<file path="src/rtl/smi_seq_pkg.sv">
package smi_seq_pkg;

  typedef enum logic [1:0] {
    MODE_DIRECT = 2'd0,
    MODE_OFFSET = 2'd1,
    MODE_TUNNEL = 2'd2,
    MODE_BAD    = 2'd3
  } mode_e;

  typedef enum logic [1:0] {
    ERR_NONE    = 2'd0,
    ERR_BUS     = 2'd1,
    ERR_TIMEOUT = 2'd2,
    ERR_CONFIG  = 2'd3
  } err_e;

  typedef enum logic [2:0] {
    STEP_DIRECT,
    STEP_POLL,
    STEP_CMD,
    STEP_DATA_WR,
    STEP_DATA_RD
  } step_e;

  typedef enum logic [1:0] {
    PH_IDLE,
    PH_BUS,
    PH_GAP,
    PH_RESP
  } phase_e;

  localparam int STEP_IDX_W   = 2;
  localparam int CMD_BUSY_BIT = 15;
  localparam int CMD_C22_BIT  = 12;
  localparam int CMD_OP_LSB   = 10;
  localparam logic [1:0] OP_READ  = 2'b10;
  localparam logic [1:0] OP_WRITE = 2'b01;
  localparam int REG_CMD_OFS  = 0;
  localparam int REG_DATA_OFS = 1;

endpackage

</file>
<file path="src/rtl/smi_mode_sel.sv">
module smi_mode_sel
  import smi_seq_pkg::*;
#(
  parameter int AW = 5
) (
  input  logic          dual,
  input  logic [AW-1:0] base,
  input  logic          tunnel_ok,
  output mode_e         mode
);

  always_comb begin
    if (dual)              mode = MODE_OFFSET;
    else if (base == '0)   mode = MODE_DIRECT;
    else if (tunnel_ok)    mode = MODE_TUNNEL;
    else                   mode = MODE_BAD;
  end

endmodule

</file>
<file path="src/rtl/smi_step_map.sv">
module smi_step_map
  import smi_seq_pkg::*;
(
  input  mode_e                 mode,
  input  logic                  is_write,
  input  logic [STEP_IDX_W-1:0] idx,
  output step_e                 step,
  output logic                  last
);

  always_comb begin
    step = STEP_DIRECT;
    last = 1'b1;
    if (mode == MODE_TUNNEL) begin
      last = 1'b0;
      unique case (idx)
        2'd0: step = STEP_POLL;
        2'd1: step = is_write ? STEP_DATA_WR : STEP_CMD;
        2'd2: step = is_write ? STEP_CMD : STEP_POLL;
        default: begin
          step = is_write ? STEP_POLL : STEP_DATA_RD;
          last = 1'b1;
        end
      endcase
    end
  end

endmodule

</file>
<file path="src/rtl/smi_poll_pacer.sv">
module smi_poll_pacer #(
  parameter int POLL_MAX = 16,
  parameter int GAP_W    = 16
) (
  input  logic             clk,
  input  logic             rst_n,
  input  logic             clear,
  input  logic             busy_seen,
  input  logic             waiting,
  input  logic [GAP_W-1:0] gap_len,
  output logic             last_poll,
  output logic             gap_over
);

  localparam int PCW = $clog2(POLL_MAX + 1);

  logic [PCW-1:0]   poll_cnt;
  logic [GAP_W-1:0] gap_cnt;

  always_ff @(posedge clk or negedge rst_n) begin
    if (!rst_n) begin
      poll_cnt <= '0;
      gap_cnt  <= '0;
    end else if (clear) begin
      poll_cnt <= '0;
      gap_cnt  <= '0;
    end else if (busy_seen) begin
      poll_cnt <= poll_cnt + 1'b1;
      gap_cnt  <= gap_len;
    end else if (waiting && gap_cnt != '0) begin
      gap_cnt <= gap_cnt - 1'b1;
    end
  end

  assign last_poll = (poll_cnt == PCW'(POLL_MAX - 1));
  assign gap_over  = (gap_cnt == '0);


  poll_bound_chk: assert property (@(posedge clk) disable iff (!rst_n)
    poll_cnt < PCW'(POLL_MAX));


  poll_restart_chk: assert property (@(posedge clk) disable iff (!rst_n)
    clear |=> poll_cnt == '0);

endmodule

</file>
<file path="src/rtl/smi_seq_ctrl.sv">
module smi_seq_ctrl
  import smi_seq_pkg::*;
#(
  parameter int AW       = 5,
  parameter int RW       = 5,
  parameter int DW       = 16,
  parameter int GAP_W    = 16,
  parameter int POLL_MAX = 16
) (
  input  logic             clk,
  input  logic             rst_n,
  input  logic             cfg_dual,
  input  logic [AW-1:0]    cfg_base,
  input  logic             cfg_tunnel_ok,
  input  logic [GAP_W-1:0] cfg_poll_gap,
  input  logic             req_valid,
  output logic             req_ready,
  input  logic             req_write,
  input  logic [AW-1:0]    req_dev,
  input  logic [RW-1:0]    req_reg,
  input  logic [DW-1:0]    req_wdata,
  output logic             rsp_valid,
  input  logic             rsp_ready,
  output logic [DW-1:0]    rsp_rdata,
  output logic [1:0]       rsp_err,
  output logic             bus_req,
  output logic [AW-1:0]    bus_addr,
  output logic [RW-1:0]    bus_regno,
  output logic             bus_write,
  output logic [DW-1:0]    bus_wdata,
  input  logic             bus_done,
  input  logic [DW-1:0]    bus_rdata,
  input  logic             bus_err
);

  localparam logic [RW-1:0] CMD_REG  = RW'(REG_CMD_OFS);
  localparam logic [RW-1:0] DATA_REG = RW'(REG_DATA_OFS);

  phase_e                phase;
  logic [STEP_IDX_W-1:0] idx;
  mode_e                 mode_q;
  mode_e                 mode_now;
  logic                  wr_q;
  logic [AW-1:0]         dev_q;
  logic [RW-1:0]         reg_q;
  logic [DW-1:0]         wdata_q;
  logic [AW-1:0]         base_q;
  logic [GAP_W-1:0]      gap_q;
  logic [DW-1:0]         rdata_q;
  err_e                  err_q;

  step_e                 step;
  logic                  step_last;
  logic                  last_poll;
  logic                  gap_over;
  logic                  poll_busy;
  logic                  access_ok;
  logic                  capture;
  logic                  pacer_clear;
  logic                  pacer_busy;
  logic [AW-1:0]         offset_addr;
  logic [DW-1:0]         cmd_word;

  smi_mode_sel #(.AW(AW)) u_mode (
    .dual      (cfg_dual),
    .base      (cfg_base),
    .tunnel_ok (cfg_tunnel_ok),
    .mode      (mode_now)
  );

  smi_step_map u_steps (
    .mode     (mode_q),
    .is_write (wr_q),
    .idx      (idx),
    .step     (step),
    .last     (step_last)
  );

  smi_poll_pacer #(.POLL_MAX(POLL_MAX), .GAP_W(GAP_W)) u_pacer (
    .clk       (clk),
    .rst_n     (rst_n),
    .clear     (pacer_clear),
    .busy_seen (pacer_busy),
    .waiting   (phase == PH_GAP),
    .gap_len   (gap_q),
    .last_poll (last_poll),
    .gap_over  (gap_over)
  );

  // Handshake outputs come straight from the phase register.
  assign req_ready = (phase == PH_IDLE);
  assign rsp_valid = (phase == PH_RESP);
  assign bus_req   = (phase == PH_BUS);
  assign rsp_rdata = rdata_q;
  assign rsp_err   = err_q;

  // Outcome of the access finishing this cycle.
  assign poll_busy   = (step == STEP_POLL) && bus_rdata[CMD_BUSY_BIT];
  assign access_ok   = (phase == PH_BUS) && bus_done && !bus_err;
  assign capture     = (step == STEP_DATA_RD) || (step == STEP_DIRECT && !wr_q);
  assign pacer_clear = (req_ready && req_valid) || (access_ok && !poll_busy);
  assign pacer_busy  = access_ok && poll_busy && !last_poll;

  assign offset_addr = base_q + dev_q;

  always_comb begin
    cmd_word = '0;
    cmd_word[CMD_BUSY_BIT] = 1'b1;
    cmd_word[CMD_C22_BIT]  = 1'b1;
    cmd_word[CMD_OP_LSB +: 2] = wr_q ? OP_WRITE : OP_READ;
    cmd_word[RW +: AW] = dev_q;
    cmd_word[RW-1:0]   = reg_q;
  end

  always_comb begin
    bus_addr  = base_q;
    bus_regno = CMD_REG;
    bus_write = 1'b0;
    bus_wdata = '0;
    unique case (step)
      STEP_DIRECT: begin
        bus_addr  = (mode_q == MODE_OFFSET) ? offset_addr : dev_q;
        bus_regno = reg_q;
        bus_write = wr_q;
        bus_wdata = wr_q ? wdata_q : '0;
      end
      STEP_CMD: begin
        bus_write = 1'b1;
        bus_wdata = cmd_word;
      end
      STEP_DATA_WR: begin
        bus_regno = DATA_REG;
        bus_write = 1'b1;
        bus_wdata = wdata_q;
      end
      STEP_DATA_RD: bus_regno = DATA_REG;
      default: ;
    endcase
  end

  always_ff @(posedge clk or negedge rst_n) begin
    if (!rst_n) begin
      phase   <= PH_IDLE;
      idx     <= '0;
      mode_q  <= MODE_DIRECT;
      wr_q    <= 1'b0;
      dev_q   <= '0;
      reg_q   <= '0;
      wdata_q <= '0;
      base_q  <= '0;
      gap_q   <= '0;
      rdata_q <= '0;
      err_q   <= ERR_NONE;
    end else begin
      unique case (phase)
        PH_IDLE: if (req_valid) begin
          idx     <= '0;
          mode_q  <= mode_now;
          wr_q    <= req_write;
          dev_q   <= req_dev;
          reg_q   <= req_reg;
          wdata_q <= req_wdata;
          base_q  <= cfg_base;
          gap_q   <= cfg_poll_gap;
          rdata_q <= '0;
          if (mode_now == MODE_BAD) begin
            err_q <= ERR_CONFIG;
            phase <= PH_RESP;
          end else begin
            err_q <= ERR_NONE;
            phase <= PH_BUS;
          end
        end
        PH_BUS: if (bus_done) begin
          if (bus_err) begin
            err_q <= ERR_BUS;
            phase <= PH_RESP;
          end else if (poll_busy) begin
            if (last_poll) begin
              err_q <= ERR_TIMEOUT;
              phase <= PH_RESP;
            end else begin
              phase <= PH_GAP;
            end
          end else begin
            if (capture) rdata_q <= bus_rdata;
            if (step_last) phase <= PH_RESP;
            else           idx <= idx + 1'b1;
          end
        end
        PH_GAP: if (gap_over) phase <= PH_BUS;
        PH_RESP: if (rsp_ready) phase <= PH_IDLE;
        default: phase <= PH_IDLE;
      endcase
    end
  end


  bus_hold_chk: assert property (@(posedge clk) disable iff (!rst_n)
    bus_req && !bus_done |=> bus_req && $stable(bus_addr) && $stable(bus_regno)
                             && $stable(bus_write) && $stable(bus_wdata));


  rsp_hold_chk: assert property (@(posedge clk) disable iff (!rst_n)
    rsp_valid && !rsp_ready |=> rsp_valid && $stable(rsp_rdata) && $stable(rsp_err));


  bad_cfg_chk: assert property (@(posedge clk) disable iff (!rst_n)
    req_valid && req_ready && cfg_dual == 1'b0 && cfg_base != '0 && !cfg_tunnel_ok
      |=> rsp_valid && rsp_err == 2'd3);


  err_stop_chk: assert property (@(posedge clk) disable iff (!rst_n)
    bus_req && bus_done && bus_err |=> !bus_req && rsp_valid && rsp_err == 2'd1);


  busy_excl_chk: assert property (@(posedge clk) disable iff (!rst_n)
    bus_req |-> !req_ready && !rsp_valid);

endmodule

</file>
<file path="config.mk">
export PLATFORM = sky130hd
export DESIGN_NAME = smi_seq_ctrl
export DESIGN_NICKNAME = d
export VERILOG_FILES = /design/src/rtl/smi_seq_pkg.sv /design/src/rtl/smi_mode_sel.sv /design/src/rtl/smi_step_map.sv /design/src/rtl/smi_poll_pacer.sv /design/src/rtl/smi_seq_ctrl.sv
export SDC_FILE = /design/constraint.sdc
export NUM_CORES = 1
export LEC_CHECK = 0
export ABC_AREA = 0
export BUFFER_PORTS_ARGS = -buffer_cell sky130_fd_sc_hd__buf_4
export CAP_MARGIN = 15
export CELL_PAD_IN_SITES_DETAIL_PLACEMENT = 0
export CELL_PAD_IN_SITES_GLOBAL_PLACEMENT = 1
export CORE_ASPECT_RATIO = 0.9
export CORE_MARGIN = 2
export CORE_UTILIZATION = 40
export DETAILED_ROUTE_END_ITERATION = 6
export PLACE_DENSITY_LB_ADDON = 0.3
export SLEW_MARGIN = 5
export SYNTH_ARGS = -nofsm -noshare
export SYNTH_HDL_FRONTEND = slang
export SYNTH_SLANG_ARGS = --single-unit
</file>
<file path="constraint.sdc">
create_clock -name clk -period 2.39 [get_ports clk]
set_input_delay 0.239 -clock clk [delete_from_list [all_inputs] [get_ports clk]]
set_output_delay 0.239 -clock clk [all_outputs]
set_load 0.1 [all_outputs]
</file>
==> results of run 1 <==
## per-layer routing
| layer | vias to the layer above | global-route usage [%] | routed length, µm |
|---|---|---|---|
| li1 | 2229 | - | - |
| met1 | 2216 | 28.9 | 6580 |
| met2 | 127 | 34.0 | 6520 |
| met3 | 17 | 3.89 | 733 |
| met4 | 0 | 5.99 | 204 |
| met5 | - | 0 | 0 |
## metrics by stage
step	cell area, µm²	instances
finish	7160	864
global route	7160	864
CTS	6740	858
detailed placement	6260	837
global placement	6260	837
floorplan	5050	557
## worst register-to-register path: cells and delay by family (launching register included)
kind	cells	cell delay, ps
XOR/XNOR	1	160
AND/OR/NAND/NOR	3	970
AO/OA/AOI/OAI	1	280
flip-flops	1	370
buffers and inverters	1	90
adder cells (fa/ha/maj)	1	260
## what timing repair did
action / 4_1_cts / 5_1_grt
hold buffers: 1 / 0
buffers inserted: 4 / 5
cloned: 0 / 2
hold endpoints to repair: 36 / 0
pin swaps: 3 / 14
gates resized for setup: 39 / 82
endpoints found under the setup margin: 25 / 36
## flip-flops by register name, indices dropped and copies added, names as in the netlist
name,count
base_q,5
dev_q,5
gap_q,16
idx,2
mode_q,2
phase,2
reg_q,5
rsp_err,2
rsp_rdata,16
u_pacer.gap_cnt,16
u_pacer.poll_cnt,5
wdata_q,16
wr_q,1
## layout by cell type, fill, tap and decap left out, drive strengths merged, types with 5 or more instances in the layout
cell / synthesis / layout
xnor2: 5 / 5
inv: 15 / 15
a211oi: 15 / 15
xor2: 6 / 6
dfrtp: 93 / 93
clkbuf: 18 / 11
nor2b: 8 / 8
nand2: 158 / 158
or4: 6 / 6
ha: 11 / 11
and2: 9 / 9
mux2i: 6 / 6
a21oi: 17 / 17
o21ai: 19 / 19
o31ai: 8 / 8
a22o: 27 / 27
nor3: 22 / 22
nor2: 30 / 30
buf: 11 / 159
nand3: 13 / 13
## worst min path at each step
stage / startpoint / endpoint / slack [ps] / cells past startpoint
5_1_grt: cfg_poll_gap[4] / gap_q[4]$_DFFE_PN0P_ / 80 / 3
4_1_cts: req_wdata[2] / wdata_q[2]$_DFFE_PN0P_ / 70 / 3
2_1_floorplan: rst_n / base_q[0]$_DFFE_PN0P_ / -60 / 0
3_3_place_gp: rst_n / rsp_rdata[2]$_DFFE_PN0P_ / 230 / 1
3_5_place_dp: rst_n / rsp_rdata[2]$_DFFE_PN0P_ / 230 / 1
6_report: cfg_poll_gap[9] / gap_q[9]$_DFFE_PN0P_ / 80 / 3
## kinds of logic after synthesis
logic type | share of synthesized area, %
XOR/XNOR | 1.94
flip-flops | 46.9
AND/OR/NAND/NOR | 25.0
AO/OA/AOI/OAI | 17.7
adder cells (fa/ha/maj) | 3.18
buffers and inverters | 3.84
multiplexers | 1.44
## cell type report
| class | instances | share of cell area (%) |
|---|---|---|
| Clock inverter | 5 | 0.839 |
| Tap cell | 160 | 2.80 |
| Inverter | 15 | 0.787 |
| Clock buffer | 11 | 3.39 |
| Multi-Input combinational cell | 420 | 39.0 |
| Timing Repair Buffer | 160 | 20.6 |
| Sequential cell | 93 | 32.6 |
==> flow_metrics.env, run 1 <==
export IMPL_status="finished with violations"
export IMPL_violations="setup timing"
export IMPL_layout_setup_ws_ps=-278
export IMPL_synth_top_area_share_pct=46.9
export IMPL_syn_nets=641
export IMPL_rr_endpoint="u_pacer.gap_cnt[8]$_DFFE_PN0P_"
export IMPL_required_ps=2150
export IMPL_cts_root_buf="clkbuf_16"
export IMPL_multi_input_area_um2=2790
export IMPL_setup_viol=3
export IMPL_setup_worst_path_end="bus_addr[4]"
export IMPL_syn_avg_cell_area_um2=8.90
export IMPL_regToRegStartpoint="u_pacer.gap_cnt[0]$_DFFE_PN0P_"
export IMPL_tightest_slew_ps=730
export IMPL_final_min_clock_period_ps=2670
export IMPL_hold_viol=0
export IMPL_layout_drive_gt1_share_pct=36.2
export IMPL_synth_enable_flop_cells=0
export IMPL_nNetsFinal=783
export IMPL_final_core_util_pct=59.3
export IMPL_end_kind="primary output"
export IMPL_cp_startpoint="base_q[0]$_DFFE_PN0P_"
export IMPL_die_x_um=121
export IMPL_synth_most_common_cell="nand2_1"
export IMPL_post_place_ws_ps=-45.1
export IMPL_critical_path_startpoint_type="flop"
export IMPL_cp_data_arrival_time_ps=2430
export IMPL_maxCapViolations=0
export IMPL_syn_inst=557
export IMPL_vias=4589
export IMPL_dieHeight_um=110
export IMPL_cts_made_buffers=9
export IMPL_path_cells="ha_2 > inv_2 > fa_2 > nor2b_2 > buf_4 > o21a_1 > nor3_1 > o211a_1 > a211o_2 > buf_12"
export IMPL_ant_nets=0
export IMPL_grt_setup_unrepaired="yes"
export IMPL_nFillCells=1068
export IMPL_cts_tree="yes"
export IMPL_antenna_found_initial=0
export IMPL_seqCellArea_um2=2330
export IMPL_yosys_warnings=0
export IMPL_grt_max_degree=58
export IMPL_grt_usage_pct=21.0
export IMPL_clkSlewWorstSetupHoldPaths_ps=60
export IMPL_worst_r2r_cell_count=7
export IMPL_tns_ps=-315
export IMPL_critPathBufInv=3
export IMPL_port_buffers=119
export IMPL_std_cell_rows=38
export IMPL_whs_ps=82.1
export IMPL_cp_max_fo=2
export IMPL_grt_pass1_wl_mm=21.9
export IMPL_r2r_slack_ps=160
export IMPL_synth_flop_cell="dfrtp_1"
export IMPL_h_tree_depth=3
export IMPL_slowest_stage="dfrtp_1"
export IMPL_synthTopCellsByCount="nand2_1 (157), dfrtp_1 (93), nor2_1 (30)"
export IMPL_numClockSinks=93
export IMPL_clk_path_buf_depth=2
export IMPL_finalMaxSlewViolations=0
export IMPL_critPathKind="flop to primary output"
export IMPL_area_delta_synth_final_pct=44.3
export IMPL_worst_skew_pair_late_latency_ps=340
export IMPL_clock_skew_ps=6.15
export IMPL_fmax_ghz=0.375
export IMPL_crit_cells=10
export IMPL_synthArstFlopShare_pct=100
export IMPL_fin_crit_sh_pct=112
export IMPL_synth_area_um2=4960
export IMPL_dieArea_um2=13300
export IMPL_overflow=0
export IMPL_critPathTopFamily="compound AO/OA/AOI/OAI gates"
export IMPL_min_delay_path_class="primary input to flop"
export IMPL_initial_utilization_pct=41.1
export IMPL_ys_seq_elements=93
export IMPL_drt_iter0_drc=231
export IMPL_max_slew_margin_pct=51.4
export IMPL_gp_congestion=0.858
export IMPL_first_pass_iters=6
export IMPL_synth_top_cell_by_area="dfrtp_1"
export IMPL_critical_path_max_stage_delay_ps=360
export IMPL_yosysUniqueCellTypes=63
export IMPL_ios=120
export IMPL_n_antenna_cell=0
export IMPL_core_region_area_um2=12100
export IMPL_post_dp_hpwl_mm=9.57
export IMPL_wl_per_cell_um=16.2
export IMPL_drt_drc_violations_left=0
export IMPL_synthTopCellsByArea="dfrtp_1 (47%), nand2_1 (12%), a22o_1 (4.8%), ha_1 (2.8%), nor2_1 (2.3%)"
export IMPL_seq_area_frac_synth_pct=46.9
export IMPL_post_drt_via_cell_ratio=5.31
export IMPL_wl_mm=14.0
export IMPL_grt_pass1_vias=4434
Power of run 1 is left out: the tool's default activity adds up to more than one toggle a clock period on the data nets, which glitch-free logic cannot reach.
==> run 2, diff against run 1 <==
- CELL_PAD_IN_SITES_DETAIL_PLACEMENT: 0 -> default
- CELL_PAD_IN_SITES_GLOBAL_PLACEMENT: 1 -> default
- CORE_UTILIZATION: 40 -> 51
==> run 2 against run 1 <==
The flow still finishes with violations (setup timing). Largest cell class unchanged. Routed wire length increased by 30%. Clock skew rose by 8.6 ps. Flip-flop and latch count unchanged. First-iteration DRC count rose to 3.0 times the previous value. Critical path type unchanged. Cell count fell by 1.2%. Worst hold slack lost 43 ps.
==> flow_metrics.env, run 2 (synthesized netlist as in run 1, its figures left out) <==
export IMPL_status="finished with violations"
export IMPL_violations="setup timing"
export IMPL_fin_crit_sh_pct=119
export IMPL_fmax_ghz=0.353
export IMPL_wl_mm=18.2
export IMPL_max_slew_margin_pct=53.6
export IMPL_first_pass_iters=5
export IMPL_cp_data_arrival_time_ps=2590
export IMPL_worst_skew_pair_late_latency_ps=380
export IMPL_dieArea_um2=10500
export IMPL_final_min_clock_period_ps=2830
export IMPL_area_delta_synth_final_pct=50.5
export IMPL_post_drt_via_cell_ratio=6.20
export IMPL_core_region_area_um2=9570
export IMPL_end_kind="primary output"
export IMPL_dieHeight_um=97.5
export IMPL_required_ps=2150
export IMPL_h_tree_depth=3
export IMPL_fin_area_um2=7460
export IMPL_cp_max_fo=2
export IMPL_numClockSinks=93
export IMPL_gp_congestion=0.936
export IMPL_finalMaxSlewViolations=0
export IMPL_overflow=0
export IMPL_critPathKind="flop to primary output"
export IMPL_layout_setup_ws_ps=-444
export IMPL_cts_tree="yes"
export IMPL_ant_nets=0
export IMPL_grt_usage_pct=29.0
export IMPL_initial_utilization_pct=51.8
export IMPL_cts_made_buffers=9
export IMPL_nFillCells=587
export IMPL_vias=5299
export IMPL_cts_root_buf="clkbuf_8"
export IMPL_setup_viol=44
export IMPL_n_antenna_cell=0
export IMPL_clock_skew_ps=14.7
export IMPL_die_x_um=108
export IMPL_grt_setup_unrepaired="yes"
export IMPL_antenna_found_initial=0
export IMPL_min_delay_path_class="primary input to flop"
export IMPL_clk_path_buf_depth=2
export IMPL_port_buffers=119
export IMPL_grt_pass1_vias=5049
export IMPL_whs_ps=39.3
export IMPL_grt_max_degree=58
export IMPL_drt_drc_violations_left=0
export IMPL_post_dp_hpwl_mm=9.15
export IMPL_critical_path_startpoint_type="flop"
export IMPL_grt_pass1_wl_mm=24.4
export IMPL_maxCapViolations=0
export IMPL_drt_iter0_drc=696
export IMPL_dpl_instance_area_um2=6210
export IMPL_nNetsFinal=807
export IMPL_final_cell_mix="nand2_1 (156), buf_4 (137), dfrtp_1 (91)"
export IMPL_hold_viol=0
export IMPL_layout_drive_gt1_share_pct=40.4
export IMPL_final_common_cell="nand2_1"
export IMPL_tightest_slew_ps=696
export IMPL_wl_per_cell_um=21.3
export IMPL_ios=120
export IMPL_clkSlewWorstSetupHoldPaths_ps=100
export IMPL_std_cell_rows=34
export IMPL_tns_ps=-6300
run 2: changes by cell type in the layout (fill, tap and decap cells not counted), sizes merged:
cell | previous run | this run
buf | 159 | 181
inv | 15 | 19
clkinv | 3 | 1
clkbuf | 11 | 10
nand2 | 158 | 159
run 2: worst paths after layout:
check                           slack [ps]                              end  cells past startpoint                  start
max in group asynchronous             1360          wdata_q[11]$_DFFE_PN0P_                      3                  rst_n
worst min register to register         480            gap_q[11]$_DFFE_PN0P_                      2  gap_q[11]$_DFFE_PN0P_
worst min-delay path                    40             reg_q[0]$_DFFE_PN0P_                      3             req_reg[0]
worst max register to register        -400  u_pacer.poll_cnt[4]$_DFFE_PN0P_                     10     idx[0]$_DFFE_PN0P_
min in group asynchronous              370        rsp_rdata[11]$_DFFE_PN0P_                      2                  rst_n
worst max-delay path                  -440                      bus_addr[4]                     10   dev_q[0]$_DFFE_PN0P_
run 2: timing repair:
item / CTS / global route
hold buffers: 1 / 0
cloned: 0 / 3
endpoints found under the setup margin: 26 / 41
setup buffers: 12 / 20
pin swaps: 21 / 19
endpoints found under the hold margin: 35 / 0
gates resized for setup: 111 / 66
run 2: area by class of cell:
class / instances / area, µm² / share of cell area (%)
Clock buffer: 9 / 124 / 1.66
Clock inverter: 7 / 80.1 / 1.07
Inverter: 15 / 56.3 / 0.754
Multi-Input combinational cell: 421 / 2930 / 39.2
Sequential cell: 93 / 2330 / 31.2
Tap cell: 126 / 158 / 2.11
Timing Repair Buffer: 183 / 1790 / 24.0
run 2: routing by layer:
layer / part of all wire [%] / vias to the layer above / track usage (%)
li1: - / 2282 / -
met1: 38 / 2503 / 38.5
met2: 47 / 404 / 45.5
met3: 9.5 / 110 / 7.44
met4: 5.8 / 0 / 11.3
met5: 0 / - / 0
run 2: stage by stage:
stage | instances | setup slack (ps) | util, %
after floorplan | 557 | -108 | -
after global placement | 803 | 40.3 | 64.9
after detailed placement | 803 | -104 | 64.9
after CTS | 832 | -285 | 73.1
after global routing | 854 | -478 | 78.0
final | 854 | -444 | 78.0
run 2: worst max-delay path, stage by stage (launching register included):
cell     delay, ps
dfrtp_1        400
ha_2           230
inv_2           40
fa_2           350
nor2b_2        150
buf_4          140
o21a_1         150
nor3_2          60
o211a_1        210
a211o_2        310
buf_12         180
Power of run 2 is left out for the same reason.
==> run 3, diff against run 2 <==
- SYNTH_HIERARCHICAL: default -> 1
==> run 3 against run 2 <==
Worst setup slack better by 200 ps. Largest cell class unchanged. The flow still finishes with violations (setup timing). Register-to-register slack improved by 200 ps. Critical path type unchanged. Non-clock buffer count down 13. Cell count down 11%.
==> flow_metrics.env, run 3 <==
export IMPL_final_common_cell="buf_4"
export IMPL_grt_pass1_wl_mm=21.8
export IMPL_wl_per_cell_um=20.5
export IMPL_clkSlewWorstSetupHoldPaths_ps=100
export IMPL_overflow=0
export IMPL_cts_root_buf="clkbuf_8"
export IMPL_regToRegStartpoint="mode_q[0]$_DFFE_PN0P_"
export IMPL_grt_setup_unrepaired="yes"
export IMPL_hold_viol=0
export IMPL_tns_ps=-3860
export IMPL_nNetsFinal=705
export IMPL_setup_viol=32
export IMPL_grt_max_degree=54
export IMPL_critical_path_max_stage_delay_ps=410
export IMPL_cpMostUsedCell="buf_6"
export IMPL_dieHeight_um=97.2
export IMPL_finalMaxSlewViolations=0
export IMPL_whs_ps=65.6
export IMPL_core_region_area_um2=9530
export IMPL_area_delta_synth_final_pct=46.1
export IMPL_first_pass_iters=5
export IMPL_final_min_clock_period_ps=2640
export IMPL_ios=120
export IMPL_synth_flop_cell="dfrtp_1"
export IMPL_seq_area_frac_synth_pct=47.3
export IMPL_port_buffers=119
export IMPL_syn_avg_cell_area_um2=10.4
export IMPL_vias=4593
export IMPL_critPathKind="flop to primary output"
export IMPL_cp_data_arrival_time_ps=2400
export IMPL_cp_max_fo=7
export IMPL_ant_nets=0
export IMPL_fin_crit_sh_pct=110
export IMPL_layout_setup_ws_ps=-248
export IMPL_critical_path_startpoint_type="flop"
export IMPL_post_drt_via_cell_ratio=6.08
export IMPL_worst_skew_pair_late_latency_ps=380
export IMPL_fmax_ghz=0.379
export IMPL_final_core_util_pct=75.5
export IMPL_syn_inst=472
export IMPL_clk_path_buf_depth=2
export IMPL_cts_made_buffers=9
export IMPL_grt_usage_pct=25.9
export IMPL_maxCapViolations=0
export IMPL_h_tree_depth=3
export IMPL_path_cells="nor2b_1 > nor3b_4 > buf_4 > buf_6 > nor2b_4 > mux2i_4 > nor2_4 > buf_6 > a22o_1 > buf_12"
export IMPL_antenna_found_initial=0
export IMPL_required_ps=2150
export IMPL_syn_nets=552
export IMPL_tightest_slew_ps=672
export IMPL_cp_startpoint="wr_q$_DFFE_PN0P_"
export IMPL_gp_congestion=0.832
export IMPL_synth_top_cell_by_area="dfrtp_1"
export IMPL_final_cell_mix="buf_4 (126), dfrtp_1 (93), mux2_2 (47)"
export IMPL_violations="setup timing"
export IMPL_wl_mm=15.5
export IMPL_synthTopCellsByArea="dfrtp_1 (47%), mux2_2 (11%), o21ai_0 (3.6%), nor2_1 (2.8%), nand2_1 (2.5%)"
export IMPL_initial_utilization_pct=51.7
export IMPL_cts_tree="yes"
export IMPL_status="finished with violations"
export IMPL_numClockSinks=93
export IMPL_drt_iter0_drc=398
export IMPL_drt_drc_violations_left=0
export IMPL_synthArstFlopShare_pct=100
export IMPL_max_slew_margin_pct=55.1
export IMPL_synth_area_um2=4920
export IMPL_slowest_stage="dfrtp_1"
export IMPL_grt_pass1_vias=4502
export IMPL_yosys_warnings=6
export IMPL_synth_enable_flop_cells=0
export IMPL_dieArea_um2=10500
export IMPL_clock_skew_ps=21.5
export IMPL_hold_start="rsp_ready"
export IMPL_synth_most_common_cell="dfrtp_1"
export IMPL_end_kind="primary output"
export IMPL_std_cell_rows=34
export IMPL_min_delay_path_class="primary input to flop"
export IMPL_n_antenna_cell=0
export IMPL_yosysUniqueCellTypes=65
export IMPL_ys_seq_elements=93
export IMPL_post_dp_hpwl_mm=8.51
export IMPL_synth_top_area_share_pct=47.3
export IMPL_layout_drive_gt1_share_pct=47.1
export IMPL_synthTopCellsByCount="dfrtp_1 (93), mux2_2 (47), nor2_1 (37)"
export IMPL_die_x_um=108
## run 3: changes by cell type after synthesis, moves of 7 or more
cell	before	now
nor2_1	30	37
mux2_2	1	47
or3_1	1	9
a22o_1	27	12
buf_2	5	12
o21ai_0	18	35
clkbuf_1	18	11
nor3_1	22	9
nand2_1	157	33
a311oi_1	1	12
o21ai_1	0	8
## run 3: cell families (layout without fill, tap and decap cells)
family                   count (synthesis)  in the layout  share of synthesized area [%]
buffers and inverters                   44            202                           4.19
AND/OR/NAND/NOR                        154            154                           17.3
AO/OA/AOI/OAI                          110            110                           15.2
multiplexers                            59             59                           13.2
adder cells (fa/ha/maj)                  8              8                           2.18
flip-flops                              93             93                           47.3
XOR/XNOR                                 4              4                          0.712
## run 3: path summary, 6_finish.rpt
check,end,slack (ps),cells past startpoint
worst max-delay path,bus_wdata[5],-250,10
worst min-delay path,phase[1]$_DFFE_PN0P_,70,2
worst max register to register,u_pacer/gap_cnt[1]$_DFFE_PN0P_,-200,9
worst min register to register,rsp_err[0]$_DFFE_PN0P_,500,1
max in group asynchronous,idx[1]$_DFFE_PN0P_,1310,3
min in group asynchronous,gap_q[14]$_DFFE_PN0P_,400,2
## run 3: cell type report
cell class	instances	area, µm²
Clock inverter	4	31.3
Tap cell	126	158
Clock buffer	12	165
Fill cell	592	2330
Multi-Input combinational cell	335	2750
Sequential cell	93	2330
Inverter	16	63.8
Timing Repair Buffer	170	1700
## run 3: stage by stage
| stage | cell area [µm²] | cells | setup WS (ps) |
|---|---|---|---|
| final | 7190 | 756 | -248 |
| after global routing | 7190 | 756 | -320 |
| after CTS | 6810 | 740 | -92.0 |
| after detailed placement | 6150 | 713 | -126 |
| after global placement | 6150 | 713 | 45.2 |
| after floorplan | 5020 | 472 | -136 |
## run 3: critical path, delay by kind of cell (launching register included)
family,cells,cell delay (ps)
compound gates,1,200
buf+inv,4,630
flops,1,410
mux,1,100
simple gates,4,680
## run 3: metal layers
layer,routed length [µm],vias to the layer above,track usage [%]
li1,-,2020,-
met1,6060,2262,36.0
met2,7680,272,42.0
met3,1270,39,3.96
met4,451,0,7.79
met5,0,-,0
## run 3: repair_timing
item | CTS | global route
pin swaps | 5 | 8
hold buffers | 1 | 0
setup buffers | 9 | 15
resized for setup | 86 | 60
endpoints found under the setup margin | 38 | 47
endpoints found under the hold margin | 40 | 0
gates cloned | 1 | 1
Power of run 3 is left out for the same reason.
